### config.mk
export PLATFORM = sky130hd
export DESIGN_NAME = xlat_unit
export DESIGN_NICKNAME = d
export VERILOG_FILES = /design/src/rtl/xlat_pkg.sv /design/src/rtl/xlat_pid_resolve.sv /design/src/rtl/xlat_cur_reg.sv /design/src/rtl/xlat_pte_store.sv /design/src/rtl/xlat_rsp_stage.sv /design/src/rtl/xlat_unit.sv
export SDC_FILE = /design/constraint.sdc
export NUM_CORES = 2
export LEC_CHECK = 0
export ABC_AREA = 0
export BUFFER_PORTS_ARGS = -buffer_cell sky130_fd_sc_hd__buf_2
export CAP_MARGIN = 20
export CELL_PAD_IN_SITES_DETAIL_PLACEMENT = 1
export CELL_PAD_IN_SITES_GLOBAL_PLACEMENT = 2
export CORE_MARGIN = 4
export CORE_UTILIZATION = 48
export DETAILED_ROUTE_END_ITERATION = 10
export PLACE_DENSITY_LB_ADDON = 0.1
export SYNTH_ARGS = -nofsm -noshare
export SYNTH_HDL_FRONTEND = slang
export SYNTH_SLANG_ARGS = --single-unit
### constraint.sdc
create_clock -name clk_i -period 3.8 [get_ports clk_i]
set_clock_uncertainty 0.15 [all_clocks]
set_input_delay 0.38 -clock clk_i [delete_from_list [all_inputs] [get_ports clk_i]]
set_output_delay 0.38 -clock clk_i [all_outputs]
set_load 0.05 [all_outputs]
### src/rtl/xlat_pkg.sv
package xlat_pkg;
  localparam int unsigned PID_W = 4;
  localparam int unsigned VPN_W = 4;
  localparam int unsigned OFF_W = 12;
  localparam int unsigned PFN_W = 8;
  localparam int unsigned VA_W  = PID_W + VPN_W + OFF_W;
  localparam int unsigned PA_W  = PFN_W + OFF_W;
  localparam int unsigned IDX_W = PID_W + VPN_W;
  localparam int unsigned N_ENT = 1 << IDX_W;

  typedef struct packed {
    logic             valid;
    logic             wperm;
    logic [PFN_W-1:0] pfn;
  } pte_t;
endpackage

### src/rtl/xlat_pid_resolve.sv
module xlat_pid_resolve import xlat_pkg::*; (
  input  logic [PID_W-1:0] pid_i,
  input  logic [PID_W-1:0] cur_i,
  output logic [PID_W-1:0] pid_o
);
  // zero is the self alias
  assign pid_o = (pid_i == '0) ? cur_i : pid_i;
endmodule

### src/rtl/xlat_cur_reg.sv
module xlat_cur_reg import xlat_pkg::*; #(
  parameter logic [PID_W-1:0] CUR_RST = PID_W'(1)
) (
  input  logic             clk_i,
  input  logic             rst_ni,
  input  logic             we_i,
  input  logic [PID_W-1:0] wdata_i,
  output logic [PID_W-1:0] cur_o
);
  logic [PID_W-1:0] cur_q;

  always_ff @(posedge clk_i or negedge rst_ni) begin
    if (!rst_ni)                      cur_q <= CUR_RST;
    else if (we_i && wdata_i != '0)   cur_q <= wdata_i;
  end

  assign cur_o = cur_q;
endmodule

### src/rtl/xlat_pte_store.sv
module xlat_pte_store import xlat_pkg::*; (
  input  logic             clk_i,
  input  logic             rst_ni,
  input  logic             we_i,
  input  logic [IDX_W-1:0] widx_i,
  input  pte_t             wdata_i,
  input  logic [IDX_W-1:0] ridx_i,
  output pte_t             rdata_o
);
  pte_t mem_q [N_ENT];

  always_ff @(posedge clk_i or negedge rst_ni) begin
    if (!rst_ni) begin
      for (int i = 0; i < N_ENT; i++) mem_q[i] <= '0;
    end else if (we_i) begin
      mem_q[widx_i] <= wdata_i;
    end
  end

  // read before write: same-edge update is not visible
  assign rdata_o = mem_q[ridx_i];
endmodule

### src/rtl/xlat_rsp_stage.sv
module xlat_rsp_stage import xlat_pkg::*; (
  input  logic             clk_i,
  input  logic             rst_ni,
  input  logic             req_valid_i,
  input  logic             req_wr_i,
  input  logic [OFF_W-1:0] req_off_i,
  input  pte_t             pte_i,
  output logic             rsp_valid_o,
  output logic [PA_W-1:0]  rsp_paddr_o,
  output logic             rsp_fault_o
);
  logic fault_d;

  assign fault_d = !pte_i.valid || (req_wr_i && !pte_i.wperm);

  always_ff @(posedge clk_i or negedge rst_ni) begin
    if (!rst_ni) begin
      rsp_valid_o <= 1'b0;
      rsp_fault_o <= 1'b0;
      rsp_paddr_o <= '0;
    end else begin
      rsp_valid_o <= req_valid_i;
      if (req_valid_i) begin
        rsp_fault_o <= fault_d;
        rsp_paddr_o <= fault_d ? '0 : {pte_i.pfn, req_off_i};
      end
    end
  end
endmodule

### src/rtl/xlat_unit.sv
module xlat_unit import xlat_pkg::*; #(
  parameter logic [PID_W-1:0] CUR_RST = PID_W'(1)
) (
  input  logic             clk_i,
  input  logic             rst_ni,
  input  logic             req_valid_i,
  input  logic [VA_W-1:0]  req_vaddr_i,
  input  logic             req_wr_i,
  output logic             rsp_valid_o,
  output logic [PA_W-1:0]  rsp_paddr_o,
  output logic             rsp_fault_o,
  input  logic             pte_we_i,
  input  logic [PID_W-1:0] pte_pid_i,
  input  logic [VPN_W-1:0] pte_vpn_i,
  input  logic             pte_valid_i,
  input  logic             pte_wperm_i,
  input  logic [PFN_W-1:0] pte_pfn_i,
  input  logic             cur_we_i,
  input  logic [PID_W-1:0] cur_wdata_i
);
  localparam int unsigned OFF_LO = 0;
  localparam int unsigned VPN_LO = OFF_W;
  localparam int unsigned PID_LO = OFF_W + VPN_W;

  logic [PID_W-1:0] cur_pid_q;
  logic [PID_W-1:0] req_pid, req_pid_res, wr_pid_res;
  logic [VPN_W-1:0] req_vpn;
  logic [OFF_W-1:0] req_off;
  pte_t             pte_wdata, pte_rdata;

  assign req_pid = req_vaddr_i[PID_LO +: PID_W];
  assign req_vpn = req_vaddr_i[VPN_LO +: VPN_W];
  assign req_off = req_vaddr_i[OFF_LO +: OFF_W];

  xlat_cur_reg #(.CUR_RST(CUR_RST)) u_cur (
    .clk_i   (clk_i),
    .rst_ni  (rst_ni),
    .we_i    (cur_we_i),
    .wdata_i (cur_wdata_i),
    .cur_o   (cur_pid_q)
  );

  xlat_pid_resolve u_req_pid (
    .pid_i (req_pid),
    .cur_i (cur_pid_q),
    .pid_o (req_pid_res)
  );

  xlat_pid_resolve u_wr_pid (
    .pid_i (pte_pid_i),
    .cur_i (cur_pid_q),
    .pid_o (wr_pid_res)
  );

  assign pte_wdata = '{valid: pte_valid_i, wperm: pte_wperm_i, pfn: pte_pfn_i};

  xlat_pte_store u_store (
    .clk_i   (clk_i),
    .rst_ni  (rst_ni),
    .we_i    (pte_we_i),
    .widx_i  ({wr_pid_res, pte_vpn_i}),
    .wdata_i (pte_wdata),
    .ridx_i  ({req_pid_res, req_vpn}),
    .rdata_o (pte_rdata)
  );

  xlat_rsp_stage u_rsp (
    .clk_i       (clk_i),
    .rst_ni      (rst_ni),
    .req_valid_i (req_valid_i),
    .req_wr_i    (req_wr_i),
    .req_off_i   (req_off),
    .pte_i       (pte_rdata),
    .rsp_valid_o (rsp_valid_o),
    .rsp_paddr_o (rsp_paddr_o),
    .rsp_fault_o (rsp_fault_o)
  );
endmodule

==> flow_summary.toml <==
[outcome]
status = "complete, no violations"

[floorplan]
ioPinCount = 70
dieHeight_um = 508
core_area_mm2 = 0.249
start_util_pct = 48.3
die_width_um = 508
dieArea_mm2 = 0.258
row_count = 183

[synthesis]
synthCells = 7943
ys_ff_latch = 2586
postSynth.asyncResetShare_pct = 100
synth_seq_area_share_pct = 53.9
ys.flop_type = "dfrtp_1"
synth_commonest_cells = "2585 x dfrtp_1, 2583 x mux2_2, 452 x mux2i_1, 353 x clkbuf_1, 328 x mux4_2"
yosys.area.top_type = "dfrtp_1"
synthesis.nets = 7991
synth_cell_type_count = 85
ys_top_cells_by_area = "dfrtp_1 54%, mux2_2 24%, mux4_2 6.1%"
synth.most_common_cell = "dfrtp_1"
synth_edf_count = 0
yosysWarnings = 0
syn_area_per_cell_um2 = 15.1
synthesis.area_mm2 = 0.120
yosysTopAreaCellShare_pct = 53.9

[clocking]
cts.sinks = 2586
cts-buffers-inserted = 305
root_buffer = "clkbuf_16"
clock_path_buffers = 4
cts_tree = "done"
post_cts.repair.setup_buffers = 0
htreeDepth = 5
clk_pin_slew_ns = 0.06
insertion_delay_ns = 0.94

[timing]
worst_pin_slew_ns = 1.30
drv_slew = 0
setup_viol = 0
period_share_pct = 99.7
finalHoldViolations = 0
period_needed_ns = 3.79
layout_setup_ws_ns = 0.0123
slew_headroom_pct = 13.3
rsz0062_at_grt = "no"
fmax_mhz = 264

[final_layout]
layout-drive-gt1-share_pct = 49.7
synthToLayoutAreaGrowth_pct = 14.8
nets = 8529
n_fill_cell = 23328
finish.utilization_pct = 55.4
multi_input_area_mm2 = 0.0517
ff_latch_area_mm2 = 0.0647

[worst_setup_path]
endpoint_kind = "flip-flop"
critical_path_class = "reg -> reg"
max_stage_delay_ns = 0.61
cp.required_ns = 4.39
arrival_ns = 4.38
path_buf_inv = 2
critical_path_peak_fanout = 20
cp_slowest_cell = "or4b_4"
crit_chain = "or4b_4, nand2_8, mux2i_1, a211o_1, nand4_1, a31oi_2, buf_4, o32a_2, buf_12, o31ai_1"
worstSetupStartpointType = "flip-flop"
cpLargestDelayFamily = "simple AND/OR/NAND/NOR gates"

[pwr]
power_leakage_nw = 66.5
vdd_drop_max_uv = 434
power_density_mw_per_mm2 = 468

[place]
gp_congestion = 0.856
dp_hpwl_um = 265000
port_buffers = 69
place_ws_ns = -0.576

[routing]
via_count = 75032
wire_per_inst_um = 33.3
drc_errors = 0
dr.first_iter.drc_count = 5357
wl_um = 400000
drtPass1Iterations = 6
postRouteAntennaNets = 0
viasPerCell = 6.24

[min_path]
hp-class = "in -> reg"

[global_routing]
grt_antenna_before_repair = 28
grt_start_max_net_pins = 135
grt_overflow = 0
grt_pass1_wl_um = 585000
grt_pass1_vias = 80641
grt_usage_pct = 30.8

[flow_run]
max-cap-violations = 0
==> metrics by stage <==
stage               hold WS [ns]  cells  power (mW)  TNS (ns)  area [µm²]
floorplan                -0.0656   7943        33.5         0      120000
global placement           0.307  11460        36.1    -11.63      128000
detailed placement         0.308  11461        36.4    -11.31      128000
CTS                       0.0142  12010        65.1         0      138000
global route              0.0216  12015        66.8         0      138000
finish                    0.0283  12022        64.5         0      138000
==> report_power, final <==
| group | total (mW) | leakage [nW] | internal (mW) | switching (mW) |
|---|---|---|---|---|
| logic | 6.30 | 26.1 | 2.62 | 3.68 |
| clock network | 28.5 | 4.76 | 17.0 | 11.5 |
| registers | 29.7 | 35.6 | 28.9 | 0.744 |
==> what timing repair did <==
action,in CTS,in global routing
setup endpoints to repair,21,1
hold buffers,41,0
pin swaps,1,0
hold endpoints to repair,520,0
gates resized for setup,5,1
cloned,1,0
==> path summary, 6_finish.rpt <==
kind | endpoint | startpoint | slack (ns) | cells past startpoint
max | u_rsp.rsp_paddr_o[15]$_DFFE_PN0P_ | u_cur.cur_o[0]$_DFFE_PN1P_ | 0.01 | 10
min | u_store.mem_q[2116]$_DFFE_PN0P_ | pte_pfn_i[6] | 0.03 | 2
max reg2reg | u_rsp.rsp_paddr_o[15]$_DFFE_PN0P_ | u_cur.cur_o[0]$_DFFE_PN1P_ | 0.01 | 10
min reg2reg | u_rsp.rsp_paddr_o[8]$_DFFE_PN0P_ | u_rsp.rsp_paddr_o[8]$_DFFE_PN0P_ | 0.33 | 1
max in group asynchronous | u_store.mem_q[1585]$_DFFE_PN0P_ | rst_ni | 1.68 | 5
min in group asynchronous | u_store.mem_q[1321]$_DFFE_PN0P_ | rst_ni | 0.52 | 3
==> sequential cells by signal (all words and copies together), names as in the netlist <==
name,cells
u_store.mem_q,2560
u_rsp.rsp_paddr_o,20
u_cur.cur_o,4
u_rsp.rsp_fault_o,1
u_rsp.rsp_valid_o,1
==> kinds of logic (layout without fill, tap and decap cells) <==
| family | Yosys count | in the layout | synth area share, % |
|---|---|---|---|
| mux | 3472 | 3472 | 36.5 |
| simple gates | 640 | 641 | 2.52 |
| other cells | 0 | 11 | 0 |
| buf+inv | 624 | 1361 | 3.22 |
| flops | 2586 | 2586 | 53.9 |
| compound gates | 621 | 621 | 3.87 |
==> layer usage <==
layer | vias up | global-route usage, % | share of wire (%)
met5 | - | 0 | 0.0065
met4 | 4 | 10.9 | 4.0
met3 | 645 | 4.75 | 5.0
met2 | 1940 | 49.6 | 47
met1 | 41578 | 42.8 | 44
li1 | 30865 | - | -
==> placed cells by master, fill, tap and decap left out, types with 14 or more instances in the layout <==
cell type | netlist | layout
clkbuf_1 | 353 | 64
mux4_1 | 101 | 101
nand2b_1 | 16 | 16
mux2_2 | 2583 | 2583
dlygate4sd3_1 | 1 | 40
buf_12 | 32 | 102
nor2_2 | 80 | 80
clkbuf_16 | 0 | 310
nand3_1 | 60 | 54
a21oi_1 | 66 | 66
o21ai_1 | 15 | 15
mux4_2 | 328 | 328
buf_4 | 34 | 633
o21ai_0 | 128 | 126
a31oi_1 | 24 | 23
clkinv_2 | 0 | 34
dfrtp_1 | 2585 | 2585
mux2i_1 | 452 | 452
o2bb2ai_1 | 14 | 14
nor3_1 | 39 | 38
a211oi_1 | 18 | 16
buf_2 | 74 | 54
nand2_1 | 146 | 142
a221o_1 | 24 | 24
a221oi_2 | 17 | 17
clkbuf_8 | 13 | 76
nor2_1 | 212 | 210
a22oi_1 | 47 | 47
a221oi_1 | 156 | 156
==> final cells by class <==
cell class / instances / area share, %
multi-input cells: 4734 / 37.5
clock buffers: 448 / 6.54
inverters: 11 / 0.0372
repair buffers: 843 / 5.56
diodes: 11 / 0.0200
flip-flops and latches: 2586 / 46.9
well taps: 3330 / 3.02
clock inverters: 59 / 0.449
No activity file was read; power rests on OpenSTA's default activity.
